==> config.mk <==
export PLATFORM = sky130hd
export DESIGN_NAME = lifo_peek_stack
export DESIGN_NICKNAME = d
export VERILOG_FILES = /design/src/rtl/lifo_stack_pkg.sv /design/src/rtl/lifo_stack_ctrl.sv /design/src/rtl/lifo_stack_dp.sv /design/src/rtl/lifo_peek_stack.sv
export SDC_FILE = /design/constraint.sdc
export NUM_CORES = 1
export LEC_CHECK = 0
export CAP_MARGIN = 0
export CORE_MARGIN = 2
export CORE_UTILIZATION = 55
export CTS_BUF_LIST = sky130_fd_sc_hd__clkbuf_4
export CTS_CLUSTER_DIAMETER = 100
export DETAILED_ROUTE_END_ITERATION = 10
export PLACE_DENSITY_LB_ADDON = 0.3
export SYNTH_ARGS = -nofsm -noshare
export SYNTH_HDL_FRONTEND = slang
export SYNTH_HIERARCHICAL = 1
export SYNTH_SLANG_ARGS = --single-unit
==> constraint.sdc <==
create_clock -name clk -period 3.2 [get_ports clk]
set_input_delay 0.32 -clock clk [delete_from_list [all_inputs] [get_ports clk]]
set_output_delay 0.32 -clock clk [all_outputs]
set_load 0.03 [all_outputs]
==> src/rtl/lifo_stack_pkg.sv <==
package lifo_stack_pkg;

  typedef enum logic [1:0] {
    CMD_IDLE = 2'd0,
    CMD_PUSH = 2'd1,
    CMD_POP  = 2'd2,
    CMD_PEEK = 2'd3
  } stackCmd_e;

  // strobes from control to datapath
  typedef struct packed {
    logic wrEn;   // store dataIn at wrAddr
    logic rdEn;   // load output register from rdAddr
  } ctrlStrb_t;

endpackage

==> src/rtl/lifo_stack_ctrl.sv <==
module lifo_stack_ctrl
  import lifo_stack_pkg::*;
#(
  parameter int DEPTH = 5,
  parameter int IDX_W = 3,
  parameter int AW    = $clog2(DEPTH)
) (
  input  logic              clk,
  input  logic              rst,
  input  logic [1:0]        cmd,
  input  logic [IDX_W-1:0]  peekIdx,
  output ctrlStrb_t         strb,
  output logic [AW-1:0]     wrAddr,
  output logic [AW-1:0]     rdAddr,
  output logic [AW-1:0]     ptrOut
);

  localparam logic [AW-1:0] LAST = AW'(DEPTH - 1);

  stackCmd_e      cmdDec;
  logic [AW-1:0]  ptr;
  logic [AW-1:0]  ptrNext;
  logic [AW-1:0]  topAddr;
  logic [AW-1:0]  idxMod;
  logic [AW-1:0]  offset;
  logic [AW:0]    sumWide;

  assign cmdDec = stackCmd_e'(cmd);

  // reduce the peek distance onto the ring
  assign idxMod = AW'(peekIdx % IDX_W'(DEPTH));

  // slot holding the current top word
  assign topAddr = (ptr == '0) ? LAST : ptr - AW'(1);

  always_comb begin
    offset = (cmdDec == CMD_PEEK) ? idxMod : '0;
    if (topAddr >= offset) begin
      sumWide = {1'b0, topAddr} - {1'b0, offset};
    end else begin
      sumWide = {1'b0, topAddr} + (AW+1)'(DEPTH) - {1'b0, offset};
    end
    rdAddr = sumWide[AW-1:0];
  end

  always_comb begin
    strb    = '0;
    ptrNext = ptr;
    unique case (cmdDec)
      CMD_PUSH: begin
        strb.wrEn = 1'b1;
        ptrNext   = (ptr == LAST) ? '0 : ptr + AW'(1);
      end
      CMD_POP: begin
        strb.rdEn = 1'b1;
        ptrNext   = topAddr;
      end
      CMD_PEEK: strb.rdEn = 1'b1;
      default:  ;
    endcase
  end

  always_ff @(posedge clk) begin
    if (rst) ptr <= '0;
    else     ptr <= ptrNext;
  end

  assign wrAddr = ptr;
  assign ptrOut = ptr;

endmodule

==> src/rtl/lifo_stack_dp.sv <==
module lifo_stack_dp
  import lifo_stack_pkg::*;
#(
  parameter int DEPTH = 5,
  parameter int WIDTH = 4,
  parameter int AW    = $clog2(DEPTH)
) (
  input  logic             clk,
  input  logic             rst,
  input  ctrlStrb_t        strb,
  input  logic [AW-1:0]    wrAddr,
  input  logic [AW-1:0]    rdAddr,
  input  logic [WIDTH-1:0] dataIn,
  output logic [WIDTH-1:0] dataOut
);

  logic [WIDTH-1:0] cells [DEPTH];
  logic [WIDTH-1:0] rdWord;

  for (genvar gi = 0; gi < DEPTH; gi++) begin : g_cell
    always_ff @(posedge clk) begin
      if (rst) begin
        cells[gi] <= '0;
      end else if (strb.wrEn && (wrAddr == AW'(gi))) begin
        cells[gi] <= dataIn;
      end
    end
  end

  always_comb begin
    rdWord = '0;
    for (int i = 0; i < DEPTH; i++) begin
      if (rdAddr == AW'(i)) rdWord = cells[i];
    end
  end

  always_ff @(posedge clk) begin
    if (rst)            dataOut <= '0;
    else if (strb.rdEn) dataOut <= rdWord;
  end

endmodule

==> src/rtl/lifo_peek_stack.sv <==
module lifo_peek_stack
  import lifo_stack_pkg::*;
#(
  parameter int DEPTH = 5,
  parameter int WIDTH = 4,
  parameter int IDX_W = 3,
  localparam int AW   = $clog2(DEPTH)
) (
  input  logic             clk,
  input  logic             rst,
  input  logic [1:0]       cmd,
  input  logic [WIDTH-1:0] dataIn,
  input  logic [IDX_W-1:0] peekIdx,
  output logic [WIDTH-1:0] dataOut
);

  ctrlStrb_t     strb;
  logic [AW-1:0] wrAddr;
  logic [AW-1:0] rdAddr;
  logic [AW-1:0] topPtr;

  lifo_stack_ctrl #(.DEPTH(DEPTH), .IDX_W(IDX_W), .AW(AW)) u_ctrl (
    .clk     (clk),
    .rst     (rst),
    .cmd     (cmd),
    .peekIdx (peekIdx),
    .strb    (strb),
    .wrAddr  (wrAddr),
    .rdAddr  (rdAddr),
    .ptrOut  (topPtr)
  );

  lifo_stack_dp #(.DEPTH(DEPTH), .WIDTH(WIDTH), .AW(AW)) u_dp (
    .clk     (clk),
    .rst     (rst),
    .strb    (strb),
    .wrAddr  (wrAddr),
    .rdAddr  (rdAddr),
    .dataIn  (dataIn),
    .dataOut (dataOut)
  );

endmodule

== Yosys cells after proc, flatten, opt, wreduce, memory -nomap -nowiden ==
Memory sizes are Yosys's and may differ from the RTL's.
Index checks and enable logic that the tools add are counted.
Cells by class
  equal/unequal tests: 11
  reductions and logical operators: 9
  mux-type cells: 34
  order comparisons: 1
  divide/modulo/power cells: 1
  $add $sub $neg: 5
  bitwise logic cells: 5
Operators by type and width (count)
  $mux 4: 10
  $mux 1: 19
  $eq 3x2->1 const B: 4
  $mux 3: 4
  $eq 3x1->1 const B: 2
  $eq 3x3->1 const B: 2
  $logic_not 3->1: 2
  $pmux 3 s2: 1
  $sub 3x3->3: 2
  $logic_and 1x1->1: 5
  $or 1x1->1: 5
  $eq 2x2->1 const B: 2
  $add 3x1->3 const B: 1
  $add 3x3->3 const B: 1
  $ge 3x3->1: 1
  $mod 3x3->3 const B: 1
  $sub 3x1->3 const B: 1
  $eq 2x1->1 const B: 1
  $reduce_bool 2->1: 1
  $reduce_or 2->1: 1
Storage, ports and cells
  input bits: 11
  RAM bits: 20
  output and inout bits: 4
  memories kept: 1
  flip-flop bits (word level): 7
  logic and storage cells: 69
Memory list
  u_dp.cells: depth 5, width 4, rd ports 5, clocked after memory_dff 0, write ports 5, RTL line lifo_stack_dp.sv:17  | logic [WIDTH-1:0] cells [DEPTH];

== Depth between registers and ports, before layout ==
Gate-level depths: netlist (run 1).
  depth in word-level cells: 11
  depth in mapped cells: 15
  mapped depth without buffers: 15

== Modules after synthesis ==
Netlist (run 1), hierarchy kept.
Modules (own cells, without submodules)
  lifo_stack_dp: cells an instance 100, area an instance 1218.7 um2, times used 1
  lifo_stack_ctrl: cells an instance 82, area an instance 628.1 um2, times used 1

== Worst setup path after synthesis (run 1) ==
OpenSTA, ideal clock, no wires.
  kind: reg-to-reg
  start point: register u_ctrl.ptr[0], in the netlist u_ctrl/ptrOut[0]
  end point: register u_dp.dataOut[3]
  stages on the path, launching flop included: 14
  arrival: 2.687 ns
  clock period less this slack: 2.790 ns
  path buffers: 1
  slack: 0.410 ns
  required time: 3.097 ns
  path through: dfxtp_1 > inv_1 > ha_1 > ha_1 > or2_1 > ha_1 > and2_1 > o31ai_1 > a32o_2 > buf_6 > nand2_1 > nor2_1 > a221oi_1 > a2111oi_2
On the way
  longest elaborated chain between the ends: 11
  elaborated cells on any way between the ends: 18
  classes of those cells: add/sub: 4; order compare: 1; eq/ne: 4; mux: 7; reduce/logical: 2
Ends and longest elaborated chain
  start: declaration: RTL line lifo_stack_ctrl.sv:21  | logic [AW-1:0] ptr;
  start signal: assignment: RTL line lifo_stack_ctrl.sv:65  | else ptr <= ptrNext;
  $sub 3x1->3 / $logic_not 3->1 (equally long branches): RTL line lifo_stack_ctrl.sv:34  | assign topAddr = (ptr == '0) ? LAST : ptr - AW'(1);
  $mux 3 (*): RTL line lifo_stack_ctrl.sv:34
  $add 3x3->3: RTL line lifo_stack_ctrl.sv:41  | sumWide = {1'b0, topAddr} + (AW+1)'(DEPTH) - {1'b0, offset};
  $sub 3x3->3: RTL line lifo_stack_ctrl.sv:41
  $mux 3 (*): RTL line lifo_stack_ctrl.sv:38  | if (topAddr >= offset) begin
  via rdAddr[1]: RTL line lifo_peek_stack.sv:19  | logic [AW-1:0] rdAddr;
  $logic_not 3->1: RTL line lifo_stack_dp.sv:33  | if (rdAddr == AW'(i)) rdWord = cells[i];
  $mux 4 (4 in a row): RTL line lifo_stack_dp.sv:33
  $mux 4 (*): RTL line lifo_stack_dp.sv:33
  end signal: assignment: RTL line lifo_stack_dp.sv:39  | else if (strb.rdEn) dataOut <= rdWord;
  end: declaration: RTL line lifo_stack_dp.sv:14  | output logic [WIDTH-1:0] dataOut
The timed path passes the listed nets; every way through them passes the cells marked *.
A chain may end at the register's enable or synchronous reset.

== Worst setup path after layout (run 1) ==
  start point: register u_ctrl.ptr[0], in the netlist u_ctrl/ptrOut[0]
  end point: register u_dp.dataOut[0]
The elaborated chain is that of the path after synthesis.

==> results.md, run 1 <==
- CTS Buf Count: 3
- DR vias: 1,396
- Drt via density: 5.453
- Leak pwr: 0.9041 nW
- IO Pins: 15
- Hold_buf cts: 0
- Drt initial violations: 39
- Fin. Hold Viols: 0
- Die height: 61.95 µm
- Final Util: 68.04%
- Worst Path Arrival: 3310 ps
- Fin Hold WS: 570.6 ps
- First-pass GRT wire length: 5851 µm
- Final wirelength: 3905 µm
- R2r setup slk: 140 ps
- Required @ worst endpoint: 3440 ps
- Die area: 3837 µm²
- Most common cell after layout, fill and taps aside: and2_1
- Hold Path Stages: 2
- CTS max path bufs: 2
- Worst r2r dst: u_dp/dataOut[0]
- Fmax: 0.3265 GHz
- Share of post-route cells with drive strength above 1: 22.86%
- Place WS: -265.2 ps
- Post-DRT Antenna Nets: 0
- Critical setup path kind: reg2reg
- Fin crit share: 95.73%
- Commonest cells after routing, fill and taps aside: and2_1 (21), edfxtp_1 (20), clkdlybuf4s50_1 (14), buf_4 (14), inv_1 (14)
- IO Port Bufs: 14
- Clk pin slew, worst setup/hold paths: 160 ps
- Total power: 1.208 mW
- Worst path max stage delay: 390 ps
- Antenna cells: 0
- Placed Area: 2098 µm²
- Clock Sinks: 27
- Critical-path top delay cell: dfxtp_4
- Row count: 21
- Synthesized cell area: 1847 µm²
- Final setup viols: 0
- Starting Density: 56.23%
- Worst path depth: 14
- Design area: 2235 µm²
- # nets final: 237
- Global placer's final weighted congestion: 0.7812
- Worst-Skew Late Latency: 340 ps
- Worst IR Drop VDD: 0.3648 mV
- Synthesized area per cell: 10.15 µm²
- PnR worst setup slack: 136.8 ps
- Layout area overhead: 21.00%
- Clock skew: 9.194 ps
- DRT Pass-1 Iters: 4
- Relative slew slack: 58.17%
- Worst-Margin Slew: 625.5 ps
- Hold WC Path Type: reg2reg
- Final min period: 3063 ps
- Yosys cell types: 44
- Post-synthesis register bit count: 27
- Number of synthesis warnings: 6
- Pwr/cell area: 540.4 nW/µm²
- Outcome: complete, no violations
- Buffer and inverter count on the worst path: 4
- CTS H-tree lvls: 1
- Chip width: 61.95 µm
- Critical Path Start Type: flop
- Core Area: 3284 µm²
- Sequential share of the synthesized area: 40.11%
- Syn_nets: 208
- CP startpoint: u_ctrl/ptrOut[0]
- DRC Markers: 0
- CP Capture Type: flop
- Worst reg-to-reg path cell count: 14
- Root Driver: clkbuf_4
- CTS tree: built
- Hold worst-path end: u_dp/dataOut[1]
- Post-Synthesis Cells: 182
- Initial antenna violation count: 0
- Largest net degree at the start of global routing: 18
- Grt ovf: 0
- Wire length per cell: 15.25 µm
- Worst hold start: u_dp/dataOut[1]
- Slew Viols, Final: 0
- Max Cap Violations: 0
- Worst R2R Start: u_ctrl/ptrOut[0]
- Crit path cell chain: inv_1 > ha_2 > mux2i_4 > inv_1 > ha_1 > nor2b_1 > o31a_1 > o221ai_1 > buf_4 > buf_4 > nand2b_4 > a21oi_1 > o21ai_1 > a2111oi_2
- Vias in the first global route: 1,349
- Critical path fanouts, max: 7
- Gr usage total: 21.17%
- DP Wirelength: 2949 µm
- Top delay family on crit path: compound AO/OA/AOI/OAI gates
[metrics by stage]
stage               std cells  TNS (ps)
global route              256    -5.271
detailed placement        248    -945.7
finish                    256         0
global placement          248    -516.4
CTS                       252         0
floorplan                 182         0
[repair_timing]
item                                    in CTS  in global routing
resized for setup                            0                 13
endpoints found under the setup margin       0                  4
setup buffers                                0                  4
[cell families (layout without fill, tap and decap cells)]
logic type      after synthesis  count (layout)  synth area share (%)
flops                        27              27                 40.11
buf+inv                      22              50                 5.894
compound gates               37              37                 15.72
fa+ha+maj                    15              15                 10.16
simple gates                 71              71                 22.63
xor+xnor                      3               3                 1.423
mux                           7               7                 4.065
[metal layers]
layer  vias up  part of all wire (%)  GRT usage [%]
met5         -                     0              0
met4         0                   2.1          9.726
met3        10                   2.5          3.727
met2        24                    51          35.42
met1       655                    44          26.54
li1        707                     -              -
[how the worst max path moves through the flow]
stage / slack (ps) / endpoint
floorplan: 410 / u_dp/dataOut[3]
global placement: -140 / u_dp/dataOut[3]
detailed placement: -270 / u_dp/dataOut[3]
CTS: 30 / u_dp/dataOut[2]
global route: -5 / u_dp/dataOut[2]
finish: 140 / u_dp/dataOut[0]
[area by class of cell]
class / instances / area [µm²]
Clock inverter: 1 / 8.758
Fill cell: 248 / 1050
Timing Repair Buffer: 30 / 285.3
Multi-Input combinational cell: 133 / 1056
Inverter: 16 / 60.06
Clock buffer: 3 / 22.52
Sequential cell: 27 / 744.5
Tap cell: 46 / 57.56
[registers in the layout (all words and copies together), names as in the netlist]
name / cells
u_dp/dataOut: 4
u_dp/cells: 20
u_ctrl/ptrOut: 3
[power by group]
| group | switching, mW | leakage, nW | internal [mW] |
|---|---|---|---|
| Combinational | 0.300 | 0.620 | 0.317 |
| Sequential | 0.0207 | 0.266 | 0.408 |
| Clock | 0.111 | 0.0183 | 0.0511 |
| Total | 0.432 | 0.904 | 0.776 |
[worst min-delay path, delay by kind of cell (launching register included)]
kind,cells,cell delay (ps)
flops,1,350
simple gates,1,120
compound gates,1,60
[cells in the mapped netlist]
master / n / area (µm²)
buf_6: 2 / 22.52
and2_1: 21 / 131.4
a221oi_1: 4 / 35.03
nand2b_4: 4 / 55.05
edfxtp_1: 20 / 600.6
nor4b_1: 1 / 8.760
a211o_1: 1 / 8.760
dfxtp_1: 7 / 140.1
o21bai_1: 1 / 7.510
clkbuf_1: 1 / 3.750
nand2b_1: 3 / 18.77
o2bb2ai_1: 1 / 8.760
a32o_2: 1 / 11.26
o21ai_0: 2 / 10.01
a31o_2: 3 / 26.28
nor3_1: 7 / 35.03
nand2_1: 9 / 33.78
o31a_1: 1 / 8.760
nor2b_1: 3 / 18.77
or4_1: 1 / 7.510
o211a_1: 1 / 10.01
nand3_1: 2 / 10.01
o31ai_1: 1 / 7.510
a21oi_1: 7 / 35.03
or2_1: 2 / 12.51
a21boi_0: 1 / 7.510
buf_4: 3 / 22.52
ha_1: 15 / 187.7
o221ai_1: 1 / 8.760
nor2_1: 14 / 52.55
a21o_1: 1 / 7.510
xor2_1: 2 / 17.52
xnor2_1: 1 / 8.760
or2b_1: 1 / 7.510
inv_2: 2 / 7.510
mux2_2: 4 / 45.04
o211ai_1: 1 / 7.510
and2b_1: 1 / 7.510
and3_1: 1 / 6.260
a2111oi_2: 4 / 60.06
nor3b_2: 1 / 12.51
o21ai_1: 6 / 30.03
mux2i_1: 3 / 30.03
inv_1: 14 / 52.55
Note: power is estimated with default switching activity, not from simulation.
==> run 2: changes to the inputs <==
Settings changed: CORE_ASPECT_RATIO from default to 0.75.
==> run 2 against run 1 <==
  * Register-to-register slack worse by 50 ps
  * Combinational power hardly changed
  * Die area is 0.13% higher
  * Final cell count is 3.1% lower
  * Clock skew is 5.9 ps lower
  * Maximum frequency is 1.5% lower
==> results.md, run 2 (same netlist as run 1, synthesis figures left out) <==
- Worst r2r dst: u_dp/dataOut[2]
- IO Port Bufs: 14
- Initial antenna violation count: 0
- DP Wirelength: 3145 µm
- Clock skew: 3.266 ps
- Total power: 1.195 mW
- Final min period: 3110 ps
- Share of post-route cells with drive strength above 1: 24.04%
- Largest net degree at the start of global routing: 17
- Chip width: 70.91 µm
- Die height: 54.19 µm
- Critical path fanouts, max: 7
- Worst-Skew Late Latency: 320 ps
- Worst-Margin Slew: 607.1 ps
- Final setup viols: 0
- DR vias: 1,445
- Outcome: complete, no violations
- Final Util: 67.98%
- Drt via density: 5.827
- DRC Markers: 0
- CTS H-tree lvls: 1
- Hold WC Path Type: reg2reg
- # nets final: 235
- Starting Density: 56.94%
- Fin Hold WS: 570.3 ps
- Fin. Hold Viols: 0
- Antenna cells: 0
- Worst reg-to-reg path cell count: 13
- Die area: 3842 µm²
- CTS tree: built
- Core Area: 3243 µm²
- CP Capture Type: flop
- DRT Pass-1 Iters: 4
- Final wirelength: 4174 µm
- Leak pwr: 0.9056 nW
- IO Pins: 15
- Fmax: 0.3215 GHz
- Clk pin slew, worst setup/hold paths: 150 ps
- R2r setup slk: 90 ps
- Wire length per cell: 16.83 µm
- First-pass GRT wire length: 6382 µm
- Drt initial violations: 92
- Worst IR Drop VDD: 0.2935 mV
- Hold worst-path end: u_ctrl/ptrOut[0]
- Place WS: -272.8 ps
- Root Driver: clkbuf_4
- Fill cells: 253
- Required @ worst endpoint: 3400 ps
- Most common cell after layout, fill and taps aside: and2_1
- Hold Path Stages: 3
- Critical setup path kind: reg2reg
- Worst R2R Start: u_ctrl/ptrOut[0]
- Critical Path Start Type: flop
- Global placer's final weighted congestion: 0.9294
- Worst Path Arrival: 3310 ps
- Vias in the first global route: 1,357
- Slew Viols, Final: 0
- Relative slew slack: 59.40%
- Gr usage total: 22.14%
- Clock Sinks: 27
- Max reg flops: 20
- Commonest cells after routing, fill and taps aside: and2_1 (21), edfxtp_1 (20), buf_4 (13), inv_1 (13)
- Row count: 18
- CTS Buf Count: 3
- Hold_buf cts: 0
- PnR worst setup slack: 89.98 ps
- CTS max path bufs: 2
- Pwr/cell area: 542.2 nW/µm²
- Layout area overhead: 19.38%
- Worst hold start: u_ctrl/ptrOut[0]
- Max Cap Violations: 0
- Largest register by flop count: u_dp/cells
- Post-DRT Antenna Nets: 0
- Grt ovf: 0
- Fin crit share: 97.19%
-- run 2: cell count changes in the layout (fill, tap and decap cells not counted), moves of 2 or more --
cell / change
clkdlybuf4s50_1: -2
ha_1: -2
dlymetal6s2s_1: +2
ha_2: +2
-- run 2: critical path, cell delays in order, from the launching register on --
cell and delay [ps]:
dfxtp_4 390, inv_1 60, ha_2 240, mux2i_4 310
inv_1 70, ha_1 330, nor2b_2 190, o31a_1 240
o221ai_1 190, buf_4 210, buf_12 120, mux2_2 340
o21ai_1 180, a2111oi_2 100
-- run 2: how the worst max path moves through the flow --
stage / from / endpoint / slack (ps) / cells after the start
detailed placement: peekIdx[1] / u_dp/dataOut[2] / -270 / 16
global route: u_ctrl/ptrOut[0] / u_dp/dataOut[3] / -70 / 14
finish: u_ctrl/ptrOut[0] / u_dp/dataOut[2] / 90 / 13
floorplan: u_ctrl/ptrOut[0] / u_dp/dataOut[3] / 410 / 13
global placement: peekIdx[1] / u_dp/dataOut[3] / -90 / 15
CTS: u_ctrl/ptrOut[0] / u_dp/dataOut[2] / 40 / 13
-- run 2: report_power, final --
part	leakage, nW	internal (mW)	switching, mW
Sequential	0.266	0.408	0.0232
Clock	0.0139	0.0478	0.103
Combinational	0.626	0.300	0.313
-- run 2: per-stage QoR --
stage               TNS [ps]  instance area [µm²]  cells
floorplan                  0                 1847    182
global placement      -257.1                 2071    241
detailed placement     -1002                 2071    241
CTS                        0                 2105    245
global route          -163.8                 2205    248
finish                     0                 2205    248
-- run 2: layout make-up --
| type | instances | area [µm²] | area share, % |
|---|---|---|---|
| multi-input combinational | 133 | 1057 | 47.96 |
| clock inverter | 1 | 7.507 | 0.3405 |
| inverter | 16 | 60.06 | 2.724 |
| sequential | 27 | 744.5 | 33.77 |
| clock buffer | 3 | 22.52 | 1.022 |
| timing repair buffer | 28 | 262.8 | 11.92 |
| tap | 40 | 50.05 | 2.270 |
-- run 2: layer usage --
metal / global-route usage [%] / wire (µm) / vias up
met5: 0 / 0 / -
met4: 4.717 / 68 / 0
met3: 2.247 / 200 / 8
met2: 45.17 / 2261 / 46
met1: 25.61 / 1644 / 694
li1: - / - / 697
-- run 2: what timing repair did --
action | 4_1_cts | 5_1_grt
gates resized for setup | 1 | 17
setup endpoints to repair | 1 | 4
setup buffers | 0 | 3
hold endpoints to repair | 0 | 0
pin swaps | 0 | 4
==> run 3: changes to the inputs <==
Settings changed: GPL_TIMING_DRIVEN from default to 0.
==> run 3 against run 2 <==
  * Design area fell by 1.7%
  * Critical path depth fell by 1
  * Clock skew rose by 5.0 ps
  * Core utilization fell by 1.2 points
  * Combinational power fell by 7.7%
  * Register-to-register slack improved by 120 ps
  * Critical path type unchanged
  * Highest routed layer unchanged
==> results.md, run 3 (same netlist as run 1, synthesis figures left out) <==
- Outcome: complete, no violations
- Fin. Hold Viols: 0
- Drt initial violations: 62
- Grt ovf: 0
- Required @ worst endpoint: 3400 ps
- CTS Buf Count: 3
- Place WS: -462.9 ps
- DR vias: 1,391
- # nets final: 230
- Hold WC Path Type: reg2reg
- Fmax: 0.3349 GHz
- Crit path cell chain: inv_1 > ha_2 > mux2i_4 > inv_1 > ha_1 > nor2b_2 > o31a_1 > o221ai_1 > buf_6 > mux2_2 > o21ai_1 > a2111oi_2
- Clock skew: 8.261 ps
- Worst-Margin Slew: 557.3 ps
- Slew Viols, Final: 0
- CTS tree: built
- Global placer's final weighted congestion: 0.8076
- Final Util: 66.82%
- Top delay family on crit path: compound AO/OA/AOI/OAI gates
- Worst Path Arrival: 3190 ps
- Gr usage total: 19.98%
- Final setup viols: 0
- Largest register by flop count: u_dp/cells
- Critical Path Start Type: flop
- IO Port Bufs: 14
- Relative slew slack: 62.85%
- Worst path max stage delay: 390 ps
- Row count: 18
- Worst-Skew Late Latency: 330 ps
- Die height: 54.19 µm
- Critical path fanouts, max: 10
- Max reg flops: 20
- Total power: 1.144 mW
- IO Pins: 15
- CTS max path bufs: 2
- Vias in the first global route: 1,270
- Pwr/cell area: 527.9 nW/µm²
- Largest net degree at the start of global routing: 16
- Most common cell after layout, fill and taps aside: and2_1
- Critical-path top delay cell: dfxtp_4
- RSZ-0062 raised after global routing: false
- Final wirelength: 3599 µm
- Drt via density: 5.724
- First-pass GRT wire length: 5768 µm
- Chip width: 70.91 µm
- Max Cap Violations: 0
- DRC Markers: 0
- Clock Sinks: 27
- Buffer and inverter count on the worst path: 3
- CP Capture Type: flop
- Leak pwr: 0.8845 nW
- Commonest cells after routing, fill and taps aside: and2_1 (21), edfxtp_1 (20), inv_1 (14)
- Root Driver: clkbuf_4
- Wire length per cell: 14.81 µm
- Most common cell on crit path: inv_1
- CTS H-tree lvls: 1
- Die area: 3842 µm²
- Initial antenna violation count: 0
- Worst IR Drop VDD: 0.2790 mV
- DP Wirelength: 2782 µm
- Post-DRT Antenna Nets: 0
- Core Area: 3243 µm²
- Layout area overhead: 17.34%
- Antenna cells: 0
- Final min period: 2986 ps
- Critical setup path kind: reg2reg
- Fin crit share: 93.32%
- Starting Density: 56.94%
- Clk pin slew, worst setup/hold paths: 140 ps
- Share of post-route cells with drive strength above 1: 21.67%
- DRT Pass-1 Iters: 4
- PnR worst setup slack: 213.9 ps
==> run 3: cell types whose count changed in the layout (fill, tap and decap cells not counted), sizes merged <==
cell / delta
buf: -6
clkbuf: +1
clkinv: +1
clkinvlp: -1
==> run 3: worst register-to-register path, delay by kind of cell (launching register included) <==
kind	cells	cell delay (ps)
mux	2	690
buf+inv	3	320
compound gates	4	740
fa+ha+maj	2	530
simple gates	1	190
flops	1	390
==> run 3: per-stage QoR <==
step,TNS [ps],hold WS (ps),area [µm²],cells
CTS,0,531.7,2093,242
global placement,-1196,498.3,2037,236
finish,0,506.4,2167,243
global route,0,535.4,2167,243
floorplan,0,389.1,1847,182
detailed placement,-1775,511.5,2037,236
==> run 3: timing repair <==
action	4_1_cts	5_1_grt
hold buffers	0	0
endpoints found under the setup margin	4	4
gates resized for setup	4	16
buffers inserted	2	1
pin swaps	1	3
==> run 3: layout make-up <==
type | instances | area, µm²
Fill cell | 247 | 1076
Multi-Input combinational cell | 133 | 1067
Sequential cell | 27 | 745.7
Timing Repair Buffer | 17 | 167.7
Inverter | 16 | 60.06
Tap cell | 40 | 50.05
Buffer | 6 | 48.80
Clock buffer | 3 | 22.52
Clock inverter | 1 | 5.005
==> run 3: power breakdown <==
group	internal [mW]	switching, mW
registers	0.408	0.0234
clock network	0.0470	0.0997
logic	0.279	0.287
==> run 3: worst paths after layout <==
check | from | end | slack, ps | depth (start not counted)
worst max-delay path | u_ctrl/ptrOut[0] | u_dp/dataOut[1] | 210 | 12
worst min-delay path | u_ctrl/ptrOut[1] | u_ctrl/ptrOut[1] | 510 | 2
worst max register to register | u_ctrl/ptrOut[0] | u_dp/dataOut[1] | 210 | 12
worst min register to register | u_ctrl/ptrOut[1] | u_ctrl/ptrOut[1] | 510 | 2
==> run 3: metal layers <==
layer | track usage, % | routed length (µm) | vias to the layer above
li1 | - | - | 688
met1 | 26.22 | 1688 | 670
met5 | 0 | 0 | -
met4 | 5.031 | 10 | 0
met3 | 4.494 | 174 | 2
met2 | 34.11 | 1726 | 31
